===== src/rtl/nand_seq_pkg.sv =====
package nand_seq_pkg;
  localparam logic [7:0] CMD_RD_A    = 8'h00;
  localparam logic [7:0] CMD_RD_B    = 8'h01;
  localparam logic [7:0] CMD_RD_C    = 8'h50;
  localparam logic [7:0] CMD_IDENT   = 8'h90;
  localparam logic [7:0] CMD_STAT    = 8'h70;
  localparam logic [7:0] CMD_PRG_SET = 8'h80;
  localparam logic [7:0] CMD_PRG_GO  = 8'h10;
  localparam logic [7:0] CMD_ERS_SET = 8'h60;
  localparam logic [7:0] CMD_ERS_GO  = 8'hD0;
  localparam logic [7:0] CMD_RST     = 8'hFF;
  localparam logic [7:0] ID_TAIL     = 8'hC0;

  typedef enum logic [3:0] {
    OP_READ, OP_IDENT, OP_STAT, OP_PRG_SET, OP_PRG_GO,
    OP_ERS_SET, OP_ERS_GO, OP_RST, OP_BAD
  } op_e;

  typedef enum logic [1:0] {OFF_KEEP, OFF_ZERO, OFF_HALF, OFF_PAGE} off_sel_e;

  typedef enum logic [1:0] {RM_NONE, RM_IDENT, RM_STAT, RM_ARRAY} rd_mode_e;
endpackage


===== src/rtl/nand_cmd_decode.sv =====
module nand_cmd_decode
  import nand_seq_pkg::*;
(
  input  logic [7:0] byte_i,
  output op_e        op_o,
  output off_sel_e   off_sel_o
);
  always_comb begin
    off_sel_o = OFF_KEEP;
    unique case (byte_i)
      CMD_RD_A:    begin op_o = OP_READ; off_sel_o = OFF_ZERO; end
      CMD_RD_B:    begin op_o = OP_READ; off_sel_o = OFF_HALF; end
      CMD_RD_C:    begin op_o = OP_READ; off_sel_o = OFF_PAGE; end
      CMD_IDENT:   op_o = OP_IDENT;
      CMD_STAT:    op_o = OP_STAT;
      CMD_PRG_SET: op_o = OP_PRG_SET;
      CMD_PRG_GO:  op_o = OP_PRG_GO;
      CMD_ERS_SET: op_o = OP_ERS_SET;
      CMD_ERS_GO:  op_o = OP_ERS_GO;
      CMD_RST:     op_o = OP_RST;
      default:     op_o = OP_BAD;
    endcase
  end
endmodule


===== src/rtl/nand_addr_acc.sv =====
module nand_addr_acc #(
  parameter int NBYTES = 4,
  parameter int CNT_W  = $clog2(NBYTES + 1)
) (
  input  logic                 clk_i,
  input  logic                 rst_ni,
  input  logic                 soft_rst_i,
  input  logic                 clr_i,
  input  logic                 fix_i,
  input  logic                 load_i,
  input  logic [7:0]           byte_i,
  output logic [8*NBYTES-1:0]  addr_o,
  output logic [CNT_W-1:0]     cnt_o
);
  logic [CNT_W-1:0] cnt_q;
  logic [7:0]       lane_q [NBYTES];

  for (genvar k = 0; k < NBYTES; k++) begin : g_lane
    always_ff @(posedge clk_i or negedge rst_ni) begin
      if (!rst_ni)          lane_q[k] <= '0;
      else if (soft_rst_i)  lane_q[k] <= '0;
      else if (fix_i) begin
        // erase: keep received bytes only, move up one lane
        if (k == 0)                     lane_q[k] <= '0;
        else if ((k - 1) < int'(cnt_q)) lane_q[k] <= lane_q[(k == 0) ? 0 : k - 1];
        else                            lane_q[k] <= '0;
      end else if (load_i && int'(cnt_q) == k) lane_q[k] <= byte_i;
    end
    assign addr_o[8*k +: 8] = lane_q[k];
  end

  always_ff @(posedge clk_i or negedge rst_ni) begin
    if (!rst_ni)                             cnt_q <= '0;
    else if (soft_rst_i || clr_i)            cnt_q <= '0;
    else if (load_i && int'(cnt_q) < NBYTES) cnt_q <= cnt_q + 1'b1;
  end

  assign cnt_o = cnt_q;


  cnt_step_chk: assert property (@(posedge clk_i) disable iff (!rst_ni)
    (load_i && !clr_i && !soft_rst_i && int'(cnt_q) < NBYTES) |=> (cnt_q == $past(cnt_q) + 1'b1));

  cnt_clr_chk: assert property (@(posedge clk_i) disable iff (!rst_ni)
    clr_i |=> (cnt_q == '0));
endmodule


===== src/rtl/nand_read_path.sv =====
module nand_read_path
  import nand_seq_pkg::*;
#(
  parameter int         LEN_W   = 10,
  parameter logic [7:0] MFR_ID  = 8'hEC,
  parameter logic [7:0] DEV_ID  = 8'h73,
  parameter logic [7:0] FILL_ID = 8'h5A
) (
  input  logic             clk_i,
  input  logic             rst_ni,
  input  logic             soft_rst_i,
  input  logic             clear_i,
  input  logic             start_id_i,
  input  logic             start_stat_i,
  input  logic             start_arr_i,
  input  logic [LEN_W-1:0] arr_len_i,
  input  logic             re_i,
  input  logic             ce_ni,
  input  logic [7:0]       status_i,
  input  logic [7:0]       rd_data_i,
  output logic [7:0]       io_o,
  output logic             rd_pop_o
);
  rd_mode_e         mode_q;
  logic [LEN_W-1:0] rem_q;
  logic             take;
  logic [7:0]       id_byte;

  assign take = re_i && !ce_ni && (rem_q != '0) &&
                (mode_q == RM_IDENT || mode_q == RM_ARRAY);

  always_ff @(posedge clk_i or negedge rst_ni) begin
    if (!rst_ni) begin
      mode_q <= RM_NONE;
      rem_q  <= '0;
    end else if (soft_rst_i) begin
      mode_q <= RM_NONE;
      rem_q  <= '0;
    end else if (start_id_i) begin
      mode_q <= RM_IDENT;
      rem_q  <= LEN_W'(4);
    end else if (start_stat_i) begin
      mode_q <= RM_STAT;
      rem_q  <= '0;
    end else if (start_arr_i) begin
      mode_q <= RM_ARRAY;
      rem_q  <= arr_len_i;
    end else if (clear_i) begin
      mode_q <= RM_NONE;
      rem_q  <= '0;
    end else if (take) begin
      rem_q  <= rem_q - 1'b1;
    end
  end

  always_comb begin
    unique case (rem_q[2:0])
      3'd4:    id_byte = MFR_ID;
      3'd3:    id_byte = DEV_ID;
      3'd2:    id_byte = FILL_ID;
      3'd1:    id_byte = ID_TAIL;
      default: id_byte = 8'h00;
    endcase
  end

  always_comb begin
    io_o = 8'h00;
    if (!ce_ni) begin
      unique case (mode_q)
        RM_STAT:  io_o = status_i;
        RM_IDENT: io_o = (rem_q != '0) ? id_byte : 8'h00;
        RM_ARRAY: io_o = (rem_q != '0) ? rd_data_i : 8'h00;
        default:  io_o = 8'h00;
      endcase
    end
  end

  assign rd_pop_o = take && (mode_q == RM_ARRAY);


  ce_hold_chk: assert property (@(posedge clk_i) disable iff (!rst_ni)
    (ce_ni && !soft_rst_i && !clear_i && !start_id_i && !start_arr_i && !start_stat_i)
      |=> (rem_q == $past(rem_q)));

  stat_hold_chk: assert property (@(posedge clk_i) disable iff (!rst_ni)
    (mode_q == RM_STAT) |-> !rd_pop_o);

  pop_data_chk: assert property (@(posedge clk_i) disable iff (!rst_ni)
    rd_pop_o |-> (io_o == rd_data_i));
endmodule


===== src/rtl/nand_cmd_seq.sv =====
module nand_cmd_seq
  import nand_seq_pkg::*;
#(
  parameter int         PAGE_BYTES  = 512,
  parameter int         ADDR_BYTES  = 4,
  parameter int         START_BYTES = 3,
  parameter logic [7:0] MFR_ID      = 8'hEC,
  parameter logic [7:0] DEV_ID      = 8'h73,
  parameter logic [7:0] FILL_ID     = 8'h5A
) (
  input  logic                              clk_i,
  input  logic                              rst_ni,
  input  logic                              ce_ni,
  input  logic                              cle_i,
  input  logic                              ale_i,
  input  logic                              wp_ni,
  input  logic                              we_i,
  input  logic [7:0]                        io_i,
  input  logic                              re_i,
  output logic [7:0]                        io_o,
  input  logic [7:0]                        rd_data_i,
  output logic                              rd_pop_o,
  output logic                              wr_push_o,
  output logic [7:0]                        wr_data_o,
  input  logic                              engine_fail_i,
  output logic [8*ADDR_BYTES-1:0]           addr_o,
  output logic [$clog2(PAGE_BYTES+256)-1:0] col_o,
  output logic                              rd_start_o,
  output logic                              prog_open_o,
  output logic                              prog_go_o,
  output logic                              erase_go_o,
  output logic                              illegal_cmd_o
);
  localparam int OOB_BYTES = PAGE_BYTES / 32;
  localparam int TOTAL     = PAGE_BYTES + OOB_BYTES;
  localparam int COL_W     = $clog2(PAGE_BYTES + 256);
  localparam int LEN_W     = $clog2(TOTAL + 1);
  localparam int CNT_W     = $clog2(ADDR_BYTES + 1);

  logic             cmd_we, addr_we, data_we;
  op_e              op, cmd_q;
  off_sel_e         off_sel;
  logic [COL_W-1:0] off_q, col_w;
  logic [LEN_W-1:0] arr_len, prog_len_q;
  logic [CNT_W-1:0] cnt;
  logic             err_q, prog_armed_q, soft_rst;
  logic             id_go, rd_go, pr_go, rd_clear;
  logic [7:0]       status_w;

  assign cmd_we  = we_i && !ce_ni && cle_i;
  assign addr_we = we_i && !ce_ni && ale_i && !cle_i;
  assign data_we = we_i && !ce_ni && !ale_i && !cle_i;

  nand_cmd_decode u_dec (.byte_i(io_i), .op_o(op), .off_sel_o(off_sel));

  assign soft_rst = cmd_we && (op == OP_RST);
  assign rd_clear = cmd_we && (op != OP_STAT) && (op != OP_BAD);

  nand_addr_acc #(.NBYTES(ADDR_BYTES), .CNT_W(CNT_W)) u_addr (
    .clk_i, .rst_ni,
    .soft_rst_i (soft_rst),
    .clr_i      (cmd_we),
    .fix_i      (cmd_we && op == OP_ERS_GO),
    .load_i     (addr_we),
    .byte_i     (io_i),
    .addr_o     (addr_o),
    .cnt_o      (cnt)
  );

  // Triggers on the address byte that completes each operation
  assign id_go = addr_we && cmd_q == OP_IDENT && cnt == '0;
  assign rd_go = addr_we && cmd_q == OP_READ && int'(cnt) == START_BYTES - 1;
  assign pr_go = addr_we && cmd_q == OP_PRG_SET && int'(cnt) == START_BYTES - 1;

  assign col_w   = {{(COL_W-8){1'b0}}, addr_o[7:0]} + off_q;
  assign arr_len = (int'(col_w) <= TOTAL) ? LEN_W'(TOTAL) - LEN_W'(col_w) : '0;
  assign col_o   = col_w;

  assign status_w = {wp_ni, 1'b1, 5'b0, err_q};

  always_ff @(posedge clk_i or negedge rst_ni) begin
    if (!rst_ni) begin
      cmd_q <= OP_READ;
      off_q <= '0;
      err_q <= 1'b0;
    end else if (soft_rst) begin
      cmd_q <= OP_READ;
      off_q <= '0;
      err_q <= 1'b0;
    end else begin
      if (cmd_we) cmd_q <= op;
      if (cmd_we) begin
        unique case (off_sel)
          OFF_ZERO: off_q <= '0;
          OFF_HALF: off_q <= COL_W'(256);
          OFF_PAGE: off_q <= COL_W'(PAGE_BYTES);
          default:  off_q <= off_q;
        endcase
      end
      if (engine_fail_i) err_q <= 1'b1;
    end
  end

  always_ff @(posedge clk_i or negedge rst_ni) begin
    if (!rst_ni) begin
      rd_start_o    <= 1'b0;
      prog_open_o   <= 1'b0;
      prog_go_o     <= 1'b0;
      erase_go_o    <= 1'b0;
      illegal_cmd_o <= 1'b0;
    end else begin
      rd_start_o    <= rd_go;
      prog_open_o   <= pr_go;
      prog_go_o     <= cmd_we && op == OP_PRG_GO && wp_ni;
      erase_go_o    <= cmd_we && op == OP_ERS_GO && wp_ni;
      illegal_cmd_o <= cmd_we && op == OP_BAD;
    end
  end

  // Program data window
  always_ff @(posedge clk_i or negedge rst_ni) begin
    if (!rst_ni) begin
      prog_armed_q <= 1'b0;
      prog_len_q   <= '0;
    end else if (rd_clear) begin
      prog_armed_q <= 1'b0;
      prog_len_q   <= '0;
    end else if (pr_go) begin
      prog_armed_q <= 1'b1;
      prog_len_q   <= '0;
    end else if (wr_push_o) begin
      prog_len_q   <= prog_len_q + 1'b1;
    end
  end

  assign wr_push_o = data_we && prog_armed_q && cmd_q == OP_PRG_SET &&
                     int'(prog_len_q) < TOTAL;
  assign wr_data_o = io_i;

  nand_read_path #(
    .LEN_W(LEN_W), .MFR_ID(MFR_ID), .DEV_ID(DEV_ID), .FILL_ID(FILL_ID)
  ) u_rd (
    .clk_i, .rst_ni,
    .soft_rst_i   (soft_rst),
    .clear_i      (rd_clear),
    .start_id_i   (id_go),
    .start_stat_i (cmd_we && op == OP_STAT),
    .start_arr_i  (rd_go),
    .arr_len_i    (arr_len),
    .re_i, .ce_ni,
    .status_i     (status_w),
    .rd_data_i,
    .io_o,
    .rd_pop_o
  );


  pulse_excl_chk: assert property (@(posedge clk_i) disable iff (!rst_ni)
    $onehot0({rd_start_o, prog_open_o, prog_go_o, erase_go_o, illegal_cmd_o}));

  wp_gate_chk: assert property (@(posedge clk_i) disable iff (!rst_ni)
    (prog_go_o || erase_go_o) |-> $past(wp_ni));

  erase_align_chk: assert property (@(posedge clk_i) disable iff (!rst_ni)
    erase_go_o |-> (addr_o[7:0] == 8'h00));

  push_limit_chk: assert property (@(posedge clk_i) disable iff (!rst_ni)
    wr_push_o |-> (int'(prog_len_q) < TOTAL));

  illegal_cnt_chk: assert property (@(posedge clk_i) disable iff (!rst_ni)
    illegal_cmd_o |-> (cnt == '0));
endmodule


===== config.mk =====
export PLATFORM = sky130hd
export DESIGN_NAME = nand_cmd_seq
export DESIGN_NICKNAME = d
export VERILOG_FILES = /design/src/rtl/nand_seq_pkg.sv /design/src/rtl/nand_cmd_decode.sv /design/src/rtl/nand_addr_acc.sv /design/src/rtl/nand_read_path.sv /design/src/rtl/nand_cmd_seq.sv
export SDC_FILE = /design/constraint.sdc
export NUM_CORES = 1
export LEC_CHECK = 0
export ABC_CLOCK_PERIOD_IN_PS = 2500
export BUFFER_PORTS_ARGS = -buffer_cell sky130_fd_sc_hd__clkbuf_2
export CORE_ASPECT_RATIO = 0.5
export CORE_UTILIZATION = 52
export CTS_BUF_LIST = sky130_fd_sc_hd__clkbuf_2
export CTS_CLUSTER_DIAMETER = 80
export DETAILED_ROUTE_END_ITERATION = 10
export PLACE_DENSITY_LB_ADDON = 0.12
export SLEW_MARGIN = 20
export SYNTH_ARGS = -nofsm -noshare
export SYNTH_HDL_FRONTEND = slang
export SYNTH_HIERARCHICAL = 1
export SYNTH_SLANG_ARGS = --single-unit

===== constraint.sdc =====
create_clock -name clk_i -period 2.5 [get_ports clk_i]
set_input_delay 0.625 -clock clk_i [delete_from_list [all_inputs] [get_ports clk_i]]
set_output_delay 0.625 -clock clk_i [all_outputs]
set_load 0.05 [all_outputs]

==> flow_metrics.env, run 1 <==
export IMPL_run_status="finished with violations"
export IMPL_violations="setup timing"
export IMPL_drc=0
export IMPL_antenna_found_initial=0
export IMPL_ys_seq_area_share_pct=39.0
export IMPL_worstPathRequired_ps=1880
export IMPL_ys_types=77
export IMPL_setup_viol=13
export IMPL_synth_cells=475
export IMPL_p_leak_nw=3.01
export IMPL_diodes=0
export IMPL_finalCritPeriodShare_pct=115
export IMPL_grt_pass1_wl_um=20500
export IMPL_drive_above_1_share_pct=45.9
export IMPL_relSlewSlack_pct=61.2
export IMPL_r2r_slack_ps=150
export IMPL_min_path_type="primary input to flop"
export IMPL_grt_overflow_total=0
export IMPL_cp_start_kind="flop"
export IMPL_synth_async_reset_ratio_pct=100
export IMPL_fillers=596
export IMPL_ir_drop_v=0.000530
export IMPL_fmax_mhz=349
export IMPL_crit_path_start="u_rd/rem_q[0]"
export IMPL_r2r_start="u_addr/cnt_o[0]"
export IMPL_cts_buffers=9
export IMPL_insertion_delay_ps=550
export IMPL_final_nets=681
export IMPL_end_kind="output port"
export IMPL_grt_max_degree=52
export IMPL_place_congestion=0.884
export IMPL_yosys_area_top_type="dfrtp_1"
export IMPL_syn_to_final_growth_pct=39.2
export IMPL_finalClockSkew_ps=27.9
export IMPL_synth_warnings=6
export IMPL_layout_setup_ws_ps=-364
export IMPL_drt_initial_drc_count=240
export IMPL_wirelength_um=13200
export IMPL_drt_wirelength_per_cell_um=17.4
export IMPL_io_buffers=89
export IMPL_cp_endpoint="io_o[1]"
export IMPL_reg2reg_depth=8
export IMPL_grt_pass1_vias=4027
export IMPL_die_w_um=134
export IMPL_final_util_pct=76.3
export IMPL_path_max_fanout=8
export IMPL_synth_top_area_share_pct=39.0
export IMPL_ys_top_cells_by_count="dfrtp_1, nor2_1, nand2_1"
export IMPL_hold_viol=0
export IMPL_synth_seq_cells=70
export IMPL_clk_pin_slew_ps=180
export IMPL_avgSynthCellArea_um2=9.47
export IMPL_vias=4512
export IMPL_drv_slew=0
export IMPL_power_per_cell_area_nw_per_um2=785
export IMPL_h_tree_depth=3
export IMPL_timing_final_crit_period_ps=2860
export IMPL_core_um2=8200
export IMPL_pre_cts_ws_ps=-762
export IMPL_cts_sinks=70
export IMPL_maxCapViolations=0
export IMPL_synthTopCellsByArea="dfrtp_1, a221o_1, ha_1"
export IMPL_holdWs_ps=316
export IMPL_rsz0062_at_grt="true"
export IMPL_dr_pass1_iters=5
export IMPL_worstMarginPinSlew_ps=574
export IMPL_ys_flop_type="dfrtp_1"
export IMPL_crit_reg2reg_capture="u_rd/rem_q[3]"
export IMPL_synth_most_common_cell="dfrtp_1"
export IMPL_die_height_um=67.8
export IMPL_critPathKind="flop to output port"
export IMPL_rows=23
export IMPL_start_util_pct=54.8
export IMPL_track_usage_pct=29.9
export IMPL_arrival_ps=2240
export IMPL_die_area_um2=9050
export IMPL_antenna_left=0
export IMPL_cts_tree="done"
export IMPL_via_per_inst=5.93
export IMPL_ios=90
export IMPL_synth_area_um2=4500
export IMPL_dp_hpwl_um=9190
export IMPL_synth_edf_count=0
export IMPL_clock_root_buffer="clkbuf_2"
export IMPL_clockBufferDepth=2
[layout make-up]
type | instances | area (um^2) | area share (%)
Multi-Input combinational cell | 359 | 2870 | 45.8
Clock inverter | 5 | 26.3 | 0.420
Sequential cell | 70 | 1760 | 28.0
Tap cell | 112 | 140 | 2.24
Inverter | 16 | 60.1 | 0.959
Clock buffer | 11 | 55.1 | 0.879
Timing Repair Buffer | 188 | 1350 | 21.6
[flip-flops by register name (all words and copies together), names as in the netlist]
name	count
cmd_q	4
erase_go_o	1
err_q	1
illegal_cmd_o	1
off_q	2
prog_armed_q	1
prog_go_o	1
prog_len_q	10
prog_open_o	1
rd_start_o	1
u_addr/addr_o	32
u_addr/cnt_o	3
u_rd/mode_q	2
u_rd/rem_q	10
[cells by family after synthesis]
| family | synth area share (%) |
|---|---|
| and+or+nand+nor | 24.4 |
| adders and majority gates | 3.34 |
| buffers and inverters | 6.29 |
| other | 0.167 |
| AOI/OAI and AO/OA | 22.0 |
| DFF | 39.0 |
| muxes | 2.92 |
| xor gates and xnor gates | 1.95 |
[metrics by stage]
stage	TNS (ps)	total power, W	area [um^2]	cells
final	-3200	0.00491	6260	761
after global routing	-4530	0.00517	6260	761
after CTS	-2820	0.00472	6020	755
after detailed placement	-36600	0.00395	5650	729
after global placement	-28300	0.00392	5650	729
after floorplan	-16080	0.00330	4650	479
[power by group]
part / switching (W) / total (W) / internal [W]
combinational: 0.00167 / 0.00273 / 0.00106
clock: 0.000416 / 0.000546 / 0.000131
sequential: 0.000303 / 0.00164 / 0.00133
[layer usage]
metal  track usage [%]  routed length, um  vias up
li1                  -                  -     2115
met1              39.7               5990     2207
met2              49.5               6260      170
met3              6.98                807       20
met4              8.66                183        0
met5                 0                  0        -
[cell usage in the layout (no fill, tap or decap), types with 12 or more instances in the layout]
master	instances
a21oi_1	19
nor2_1	30
nand2_1	34
inv_1	13
a221o_1	16
dfrtp_1	67
o21ai_0	12
buf_4	89
mux2i_1	12
clkbuf_2	88
[how the worst min path moves through the flow]
stage                        from       end  slack [ps]  cells after the start
floorplan                  rst_ni  cmd_q[0]         330                      0
global placement         cmd_q[2]  cmd_q[2]         480                      2
detailed placement          err_q     err_q         490                      2
CTS                 engine_fail_i     err_q         270                      3
global route        engine_fail_i     err_q         310                      3
finish              engine_fail_i     err_q         320                      3
[critical path: stages, from the launching register on]
cell,delay [ps]
dfrtp_1,420
inv_2,90
ha_4,150
nor4b_4,250
nand3_2,150
buf_8,170
a32oi_2,240
nor2_2,70
buf_8,150
[repair_timing]
action | 4_1_cts | 5_1_grt
hold buffers | 1 | 0
endpoints found under the hold margin | 13 | 0
endpoints found under the setup margin | 44 | 46
cloned | 0 | 1
setup buffers | 9 | 7
pin swaps | 13 | 28
gates resized for setup | 46 | 49
Note: power is estimated with default switching activity, not from simulation.
==> run 2, diff against run 1 <==
==> constraint.sdc (replaced) <==
create_clock -name clk_i -period 2.5 [get_ports clk_i]
set_input_delay 0.375 -clock clk_i [delete_from_list [all_inputs] [get_ports clk_i]]
set_output_delay 0.375 -clock clk_i [all_outputs]
set_load 0.05 [all_outputs]
==> run 2 against run 1 <==
Against the previous run:
- the flow still finishes with violations (setup timing)
- clock skew shrank 1.2 ps
- critical path depth is the same
- sequential power is essentially flat
- clock power grew 40%
- utilization shrank 2.9 points
- final cell count shrank 2.0%
- register-to-register slack gained 50 ps
- sequential cell count is the same
- fmax grew 12%
- clock-buffer cell count is the same
==> flow_metrics.env, run 2 (synthesis results as in run 1) <==
export IMPL_r2r_start="u_addr/cnt_o[0]"
export IMPL_io_buffers=89
export IMPL_dr_pass1_iters=5
export IMPL_hp_start="engine_fail_i"
export IMPL_drv_slew=0
export IMPL_power_per_cell_area_nw_per_um2=839
export IMPL_fillers=634
export IMPL_place_congestion=0.881
export IMPL_antenna_found_initial=0
export IMPL_finalClockSkew_ps=26.7
export IMPL_layout_setup_ws_ps=-62.6
export IMPL_cp_start_kind="flop"
export IMPL_drt_wirelength_per_cell_um=17.0
export IMPL_drive_above_1_share_pct=41.3
export IMPL_cts_sinks=70
export IMPL_grt_pass1_wl_um=20000
export IMPL_end_kind="output port"
export IMPL_pre_cts_ws_ps=-460
export IMPL_track_usage_pct=28.9
export IMPL_diodes=0
export IMPL_relSlewSlack_pct=62.7
export IMPL_insertion_delay_ps=560
export IMPL_min_path_type="primary input to flop"
export IMPL_core_um2=8200
export IMPL_path_cells="inv_2 > ha_4 > nor4b_4 > buf_4 > nand3_4 > a32oi_2 > nor2_1 > clkbuf_8"
export IMPL_fin_cells=746
export IMPL_holdPathEnd="err_q"
export IMPL_critPathKind="flop to output port"
export IMPL_rsz0062_at_grt="true"
export IMPL_via_per_inst=5.83
export IMPL_start_util_pct=54.8
export IMPL_die_height_um=67.8
export IMPL_max_stage_delay_ps=430
export IMPL_cts_tree="done"
export IMPL_p_leak_nw=2.89
export IMPL_die_w_um=134
export IMPL_vias=4347
export IMPL_cts_buffers=9
export IMPL_grt_met2_usage_pct=45.9
export IMPL_final_util_pct=73.4
export IMPL_run_status="finished with violations"
export IMPL_maxCapViolations=0
export IMPL_cp_slowest_cell="dfrtp_1"
export IMPL_ir_drop_v=0.000517
export IMPL_worstMarginPinSlew_ps=552
export IMPL_clk_pin_slew_ps=170
export IMPL_h_tree_depth=3
export IMPL_grt_util_met1_pct=40.1
export IMPL_die_area_um2=9050
export IMPL_critical_path_buf_inv_count=3
export IMPL_drc=0
export IMPL_met3_usage_pct=6.23
export IMPL_dp_hpwl_um=9000
export IMPL_hold_depth=3
export IMPL_path_max_fanout=5
export IMPL_ios=90
export IMPL_grt_max_degree=51
export IMPL_timing_final_crit_period_ps=2560
export IMPL_critPathTopFamily="buffers and inverters"
export IMPL_grt_overflow_total=0
export IMPL_violations="setup timing"
export IMPL_drt_initial_drc_count=338
export IMPL_grt_busiest_layer="met2"
export IMPL_arrival_ps=2190
export IMPL_worstPathRequired_ps=2120
export IMPL_r2r_slack_ps=200
export IMPL_holdWs_ps=48.1
export IMPL_dp_cells=714
export IMPL_setup_viol=7
export IMPL_clockBufferDepth=2
export IMPL_final_common_cell="clkbuf_2"
export IMPL_fmax_mhz=390
export IMPL_finalCritPeriodShare_pct=103
export IMPL_largest_reg_flops=32
export IMPL_clock_root_buffer="clkbuf_2"
export IMPL_rows=23
export IMPL_grt_pass1_vias=3920
export IMPL_syn_to_final_growth_pct=33.9
export IMPL_layout_common_cells="clkbuf_2, buf_4, dfrtp_1"
export IMPL_final_nets=666
export IMPL_reg2reg_depth=7
export IMPL_crit_reg2reg_capture="u_rd/rem_q[3]"
export IMPL_hold_viol=0
export IMPL_finalPower_w=0.00505
export IMPL_antenna_left=0
export IMPL_wirelength_um=12700
-- run 2: cell count changes in the layout (fill, tap and decap cells not counted), sizes merged --
| cell | delta |
|---|---|
| buf | -24 |
| bufinv | +2 |
| clkbuf | +9 |
| or3 | -1 |
| nand3 | +1 |
| clkinv | -1 |
| clkinvlp | -1 |
-- run 2: worst max path at each step --
stage,endpoint,startpoint,slack (ps),cells after the start
floorplan,u_rd/rem_q[8],io_i[1],-210,9
global placement,u_rd/rem_q[8],io_i[1],-430,9
detailed placement,u_rd/rem_q[8],io_i[1],-460,9
CTS,io_o[0],u_rd/rem_q[1],-30,8
global route,io_o[4],u_rd/rem_q[0],-210,8
finish,io_o[4],u_rd/rem_q[0],-60,8
-- run 2: layout make-up --
| type | instances | area (um^2) | area share [%] |
|---|---|---|---|
| inverters | 16 | 60.1 | 0.998 |
| clock inverters | 5 | 73.8 | 1.23 |
| clock buffers | 11 | 55.1 | 0.914 |
| multi-input cells | 359 | 2750 | 45.6 |
| flip-flops and latches | 70 | 1760 | 29.2 |
| well taps | 112 | 140 | 2.33 |
| repair buffers | 173 | 1190 | 19.7 |
-- run 2: tightest hold or removal path: cells and delay by family --
family	cells	cell delay, ps
simple gates	2	110
buf+inv	1	80
-- run 2: what timing repair did --
action                                  4_1_cts  5_1_grt
hold endpoints to repair                     20        0
pin swaps                                    14       11
buffers inserted                             12        2
cloned                                        1        0
gates resized for setup                      38       16
hold buffers                                  1        0
endpoints found under the setup margin       10       19
-- run 2: where the power goes --
| group | total (W) | switching, W | internal (W) | leakage, nW |
|---|---|---|---|---|
| Combinational | 0.00267 | 0.00166 | 0.00101 | 1.88 |
| Clock | 0.000762 | 0.000429 | 0.000333 | 0.0833 |
| Sequential | 0.00163 | 0.000291 | 0.00133 | 0.929 |
| Total | 0.00505 | 0.00238 | 0.00268 | 2.89 |
-- run 2: metrics by stage --
step                      setup TNS (ps)  area (um^2)
after floorplan                    -4580         4650
after global placement            -15340         5520
after detailed placement          -16160         5520
after CTS                           -185         5920
after global routing               -1520         6020
final                               -235         6020
-- run 2: routing by layer --
layer  share of wire, %  vias to the layer above
li1                   -                     2086
met5                  0                        -
met1                 48                     2113
met4               0.97                        0
met2                 46                      135
met3                5.1                       13
